$ cat src/rtl/serial_route_switch.sv
module serial_route_switch #(
  parameter int NCHILD   = 4,
  parameter int CHILD_W  = 4,
  parameter int PARENT_W = 8,
  parameter int UP_W     = 8,
  parameter int DN_W     = 6,
  parameter int TICKS    = 8
) (
  input  logic                      clk,
  input  logic                      rst_n,
  input  logic                      cfg_en,
  input  logic                      cfg_din,
  input  logic [NCHILD*CHILD_W-1:0] child_up_i,
  input  logic [PARENT_W-1:0]       parent_dn_i,
  output logic [UP_W-1:0]           up_o,
  output logic [NCHILD*DN_W-1:0]    child_dn_o,
  output logic [$clog2(TICKS)-1:0]  tick_o
);
  localparam int NCW   = NCHILD * CHILD_W;
  localparam int USEL  = $clog2(NCW);
  localparam int NCAND = NCW + PARENT_W;
  localparam int DSEL  = $clog2(NCAND);
  localparam int NDN   = NCHILD * DN_W;
  localparam int UBITS = UP_W * USEL;
  localparam int WORD  = UBITS + NDN * DSEL;
  localparam int TOTAL = WORD * TICKS;
  localparam int TW    = $clog2(TICKS);

  logic [TOTAL-1:0] cfg_q;
  logic [TW-1:0]    tick_q;
  logic [WORD-1:0]  word;
  logic [(1<<DSEL)-1:0] cand;

  always_ff @(posedge clk or negedge rst_n)
    if (!rst_n)       cfg_q <= '0;
    else if (cfg_en)  cfg_q <= {cfg_q[TOTAL-2:0], cfg_din};

  always_ff @(posedge clk or negedge rst_n)
    if (!rst_n)                        tick_q <= '0;
    else if (cfg_en)                   tick_q <= '0;
    else if (tick_q == TW'(TICKS-1))   tick_q <= '0;
    else                               tick_q <= tick_q + 1'b1;

  assign tick_o = tick_q;
  assign word   = cfg_q[tick_q*WORD +: WORD];
  assign cand   = {{((1<<DSEL)-NCAND){1'b0}}, parent_dn_i, child_up_i};

  for (genvar u = 0; u < UP_W; u++) begin : g_up
    logic [USEL-1:0] sel;
    assign sel     = word[u*USEL +: USEL];
    assign up_o[u] = child_up_i[sel];
  end

  for (genvar i = 0; i < NDN; i++) begin : g_dn
    logic [DSEL-1:0] sel;
    assign sel           = word[UBITS + i*DSEL +: DSEL];
    assign child_dn_o[i] = cand[sel];
  end

  AST_CFG_SHIFT: assert property (@(posedge clk) disable iff (!rst_n)
    cfg_en |=> cfg_q[0] == $past(cfg_din));
  AST_CFG_HOLD: assert property (@(posedge clk) disable iff (!rst_n)
    !cfg_en |=> $stable(cfg_q));
  AST_TICK_CLEAR: assert property (@(posedge clk) disable iff (!rst_n)
    cfg_en |=> tick_o == '0);
  AST_TICK_STEP: assert property (@(posedge clk) disable iff (!rst_n)
    (!cfg_en && tick_o != TW'(TICKS-1)) |=> tick_o == TW'($past(tick_o) + 1'b1));
  AST_TICK_WRAP: assert property (@(posedge clk) disable iff (!rst_n)
    (!cfg_en && tick_o == TW'(TICKS-1)) |=> tick_o == '0);
  AST_HIGH_CODE_ZERO: assert property (@(posedge clk) disable iff (!rst_n)
    (word[UBITS +: DSEL] >= DSEL'(NCAND)) |-> !child_dn_o[0]);
endmodule

$ cat config.mk
export PLATFORM = sky130hd
export DESIGN_NAME = serial_route_switch
export DESIGN_NICKNAME = d
export VERILOG_FILES = /design/src/rtl/serial_route_switch.sv
export SDC_FILE = /design/constraint.sdc
export NUM_CORES = 2
export LEC_CHECK = 0
export CAP_MARGIN = 20
export CORE_ASPECT_RATIO = 1.1
export CORE_MARGIN = 3
export CORE_UTILIZATION = 48
export DETAILED_ROUTE_END_ITERATION = 8
export DONT_BUFFER_PORTS = 1
export GPL_TIMING_DRIVEN = 0
export PLACE_DENSITY_LB_ADDON = 0.25
export SLEW_MARGIN = 30
export SYNTH_ARGS = -nofsm -noshare
export SYNTH_HDL_FRONTEND = slang
export SYNTH_SLANG_ARGS = --single-unit
$ cat constraint.sdc
create_clock -name clk -period 4 [get_ports clk]
set_clock_uncertainty 0.15 [all_clocks]
set_input_delay 0.8 -clock clk [delete_from_list [all_inputs] [get_ports clk]]
set_output_delay 0.8 -clock clk [all_outputs]
set_load 0.005 [all_outputs]
==> flow_metrics.tcl <==
set metrics [dict create \
    clock_latency_ns 0.80 \
    grt_usage_pct 32.34 \
    fin_util_pct 58.78 \
    fill_cells 9829 \
    wl_per_cell_um 33.71 \
    finalWorstSetupSlack_ns -0.8459 \
    rsz0062_at_grt "yes" \
    violations "negative setup slack" \
    antenna_found_initial 7 \
    grt_pass1_vias 42120 \
    yosysTopAreaCellShare_pct 49.01 \
    ir_drop_uv 408.9 \
    fmax_ghz 0.2064 \
    ys_top_cells_by_area "dfrtp_1 (49%), mux2_2 (25%), mux4_2 (7.6%), mux2i_1 (6.6%), clkbuf_1 (1.3%)" \
    vias_per_cell 6.451 \
    slowest_delay_ns 0.51 \
    start_util_pct 48.73 \
    syn_inst 4344 \
    status "finished with violations" \
    syn2layout_area_growth_pct 20.61 \
    p_per_area_mw_per_mm2 412.4 \
    post-synth-top-count-cell "mux2_2" \
    finalPower_mw 30.95 \
    io_pins 63 \
    clockRootBuffer "clkbuf_16" \
    die_w_um 349.3 \
    seq_area_frac_synth_pct 49.01 \
    setup_viol 32 \
    reg2reg_from "tick_o[0]" \
    syn-num-nets 4374 \
    crit_required_ns 3.05 \
    ys_types 45 \
    synth_area_leader_cell "dfrtp_1" \
    finalCritPeriodShare_pct 121.1 \
    cpMostUsedCell "buf_12" \
    gp_congestion 0.9905 \
    synth.cell_area_sq_mm 0.06223 \
    hold_viol_final 0 \
    drt_wl_total_um 220700 \
    worstSetupPathType "flip-flop to output pin" \
    path_buf_inv 5 \
    start_kind "flip-flop" \
    maxSlewHeadroom_pct 28.53 \
    dr.pass1.iters 7 \
    synth.cells.most_frequent "mux2_2 (1,382), dfrtp_1 (1,219), mux2i_1 (409), clkbuf_1 (217), mux4_2 (210)" \
    vias 42250 \
    synth-edff-count 0 \
    cts_tree "yes" \
    crit_family "buffers and inverters" \
    dp.final_hpwl_um 149200 \
    layout-drive-gt1-share_pct 49.08 \
    yosys_warnings 0 \
    worst_slew_pin_slew_ns 1.072 \
    p_leak_nw 35.05 \
    nNetsFinal 4810 \
    r2r_slack_ns 1.86 \
    critPathArrivalTime_ns 3.90 \
    numCtsBuffers 133 \
    die_h_um 383.7 \
    ys.flop_type "dfrtp_1" \
    finalCriticalPeriod_ns 4.846 \
    reg2reg_depth 8 \
    ant_nets 0 \
    grt_pass1_wl_um 308000 \
    path_cells "buf_12 > buf_16 > buf_12 > buf_12 > mux2i_1 > a221oi_2 > buf_6 > mux2i_1 > a22oi_1 > nand4_1 > nand4_1" \
    die_area_sq_mm 0.1340 \
    reg2reg_to "tick_o[0]" \
    syn_area_per_cell_sq_um 14.33 \
    critPathCaptureType "output pin" \
    cts-root-to-sink-buffers 3 \
    hp-class "input port to async pin" \
    clock-sinks 1219 \
    path_clk_slew_ns 0.06 \
    ys_ff_latch 1219 \
    grt_max_degree 151 \
    drv_cap 0 \
    rows 137 \
    slew_violations 0 \
    drtIter0Drc 4316 \
    htree_levels 4 \
    async_flop_share_pct 100.0 \
    drc 0 \
    coreArea_sq_mm 0.1277 \
    crit_path_top_delay_cell "dfrtp_2" \
    grt.overflow.total 0 \
    worstPathMaxFanout 10 \
    port_buffers 0 \
]
==> area by class of cell <==
type / instances / area (sq um) / share of cell area, %
flip-flops and latches: 1219 / 30510 / 40.64
plain buffers: 319 / 2969 / 3.956
clock inverters: 33 / 431.7 / 0.5751
diodes: 3 / 7.507 / 0.01000
clock buffers: 200 / 3945 / 5.256
repair buffers: 299 / 3575 / 4.762
multi-input cells: 2785 / 31450 / 41.90
inverters: 23 / 86.33 / 0.1150
well taps: 1668 / 2087 / 2.780
==> how the worst max path moves through the flow <==
stage              start              to  slack [ns]  depth (start not counted)
2_1_floorplan  tick_o[2]  child_dn_o[10]        0.52                          8
3_3_place_gp   tick_o[1]  child_dn_o[21]       -1.96                         11
3_5_place_dp   tick_o[2]  child_dn_o[18]       -1.56                         12
4_1_cts        tick_o[0]  child_dn_o[21]       -0.77                         13
5_1_grt        tick_o[0]  child_dn_o[21]       -0.85                         13
6_report       tick_o[2]  child_dn_o[21]       -0.85                         11
==> worst reg2reg max path, delay by kind of cell, from the launching register on <==
family,cells,cell delay (ns)
and+or+nand+nor,1,0.24
DFF,1,0.43
buffers and inverters,7,1.21
==> layer usage <==
metal / track usage (%) / vias to the layer above / part of all wire [%] / routed length, um
met5: 0 / - / 0.019 / 42
met2: 49.07 / 1930 / 45 / 99170
li1: - / 17420 / - / -
met1: 41.99 / 22270 / 39 / 85940
met3: 8.730 / 618 / 9.0 / 19940
met4: 18.42 / 6 / 7.1 / 15660
==> logic make-up (layout without fill, tap and decap cells) <==
family	Yosys count	after routing	synth area share, %
AND/OR/NAND/NOR	422	422	3.822
multiplexers	2021	2021	39.98
buffers and inverters	343	874	2.654
flip-flops	1219	1219	49.01
AO/OA/AOI/OAI	337	340	4.493
other	0	3	0
adder cells (fa/ha/maj)	2	2	0.04020
==> stage by stage <==
| stage | hold WS [ns] | cells | setup slack (ns) | instance area [sq um] | setup TNS, ns |
|---|---|---|---|---|---|
| final | 0.1438 | 6549 | -0.8459 | 75060 | -21.09 |
| after global routing | 0.1255 | 6546 | -0.8478 | 75050 | -23.01 |
| after CTS | 0.1084 | 6421 | -0.7671 | 73100 | -20.93 |
| after detailed placement | 0.3547 | 6038 | -1.560 | 65020 | -41.05 |
| after global placement | 0.3508 | 6012 | -1.960 | 64320 | -66.27 |
| after floorplan | 0.3254 | 4344 | 0.5239 | 62230 | 0 |
==> layout by cell type, fill, tap and decap left out, types with 28 or more instances in the layout <==
master / n
mux2_2: 1369
dfrtp_1: 1218
mux2i_1: 381
clkbuf_1: 219
mux4_2: 213
buf_4: 189
clkbuf_16: 151
nand3b_1: 91
buf_12: 81
nor2_1: 73
a22oi_1: 61
nand2b_1: 60
buf_16: 52
nand2_1: 47
nand3_1: 43
buf_6: 42
o221ai_4: 41
nand4_1: 36
clkbuf_8: 35
o21ai_0: 35
a21oi_1: 28
==> power by group <==
part / internal (mW) / leakage (nW) / switching (mW)
Combinational: 2.54 / 15.9 / 3.32
Clock: 7.28 / 2.15 / 5.24
Sequential: 12.5 / 17.0 / 0.108
==> sequential cells by signal, indices dropped and copies added, names as in the netlist <==
name    cells
cfg_q    1216
tick_o      3
==> timing repair <==
| item | 4_1_cts | 5_1_grt |
|---|---|---|
| hold buffers | 2 | 0 |
| endpoints found under the hold margin | 150 | 0 |
| setup buffers | 146 | 116 |
| gates cloned | 2 | 13 |
| gates resized for setup | 435 | 157 |
| setup endpoints to repair | 32 | 32 |
| pin swaps | 46 | 56 |
Power figures use the tool's default switching activity.
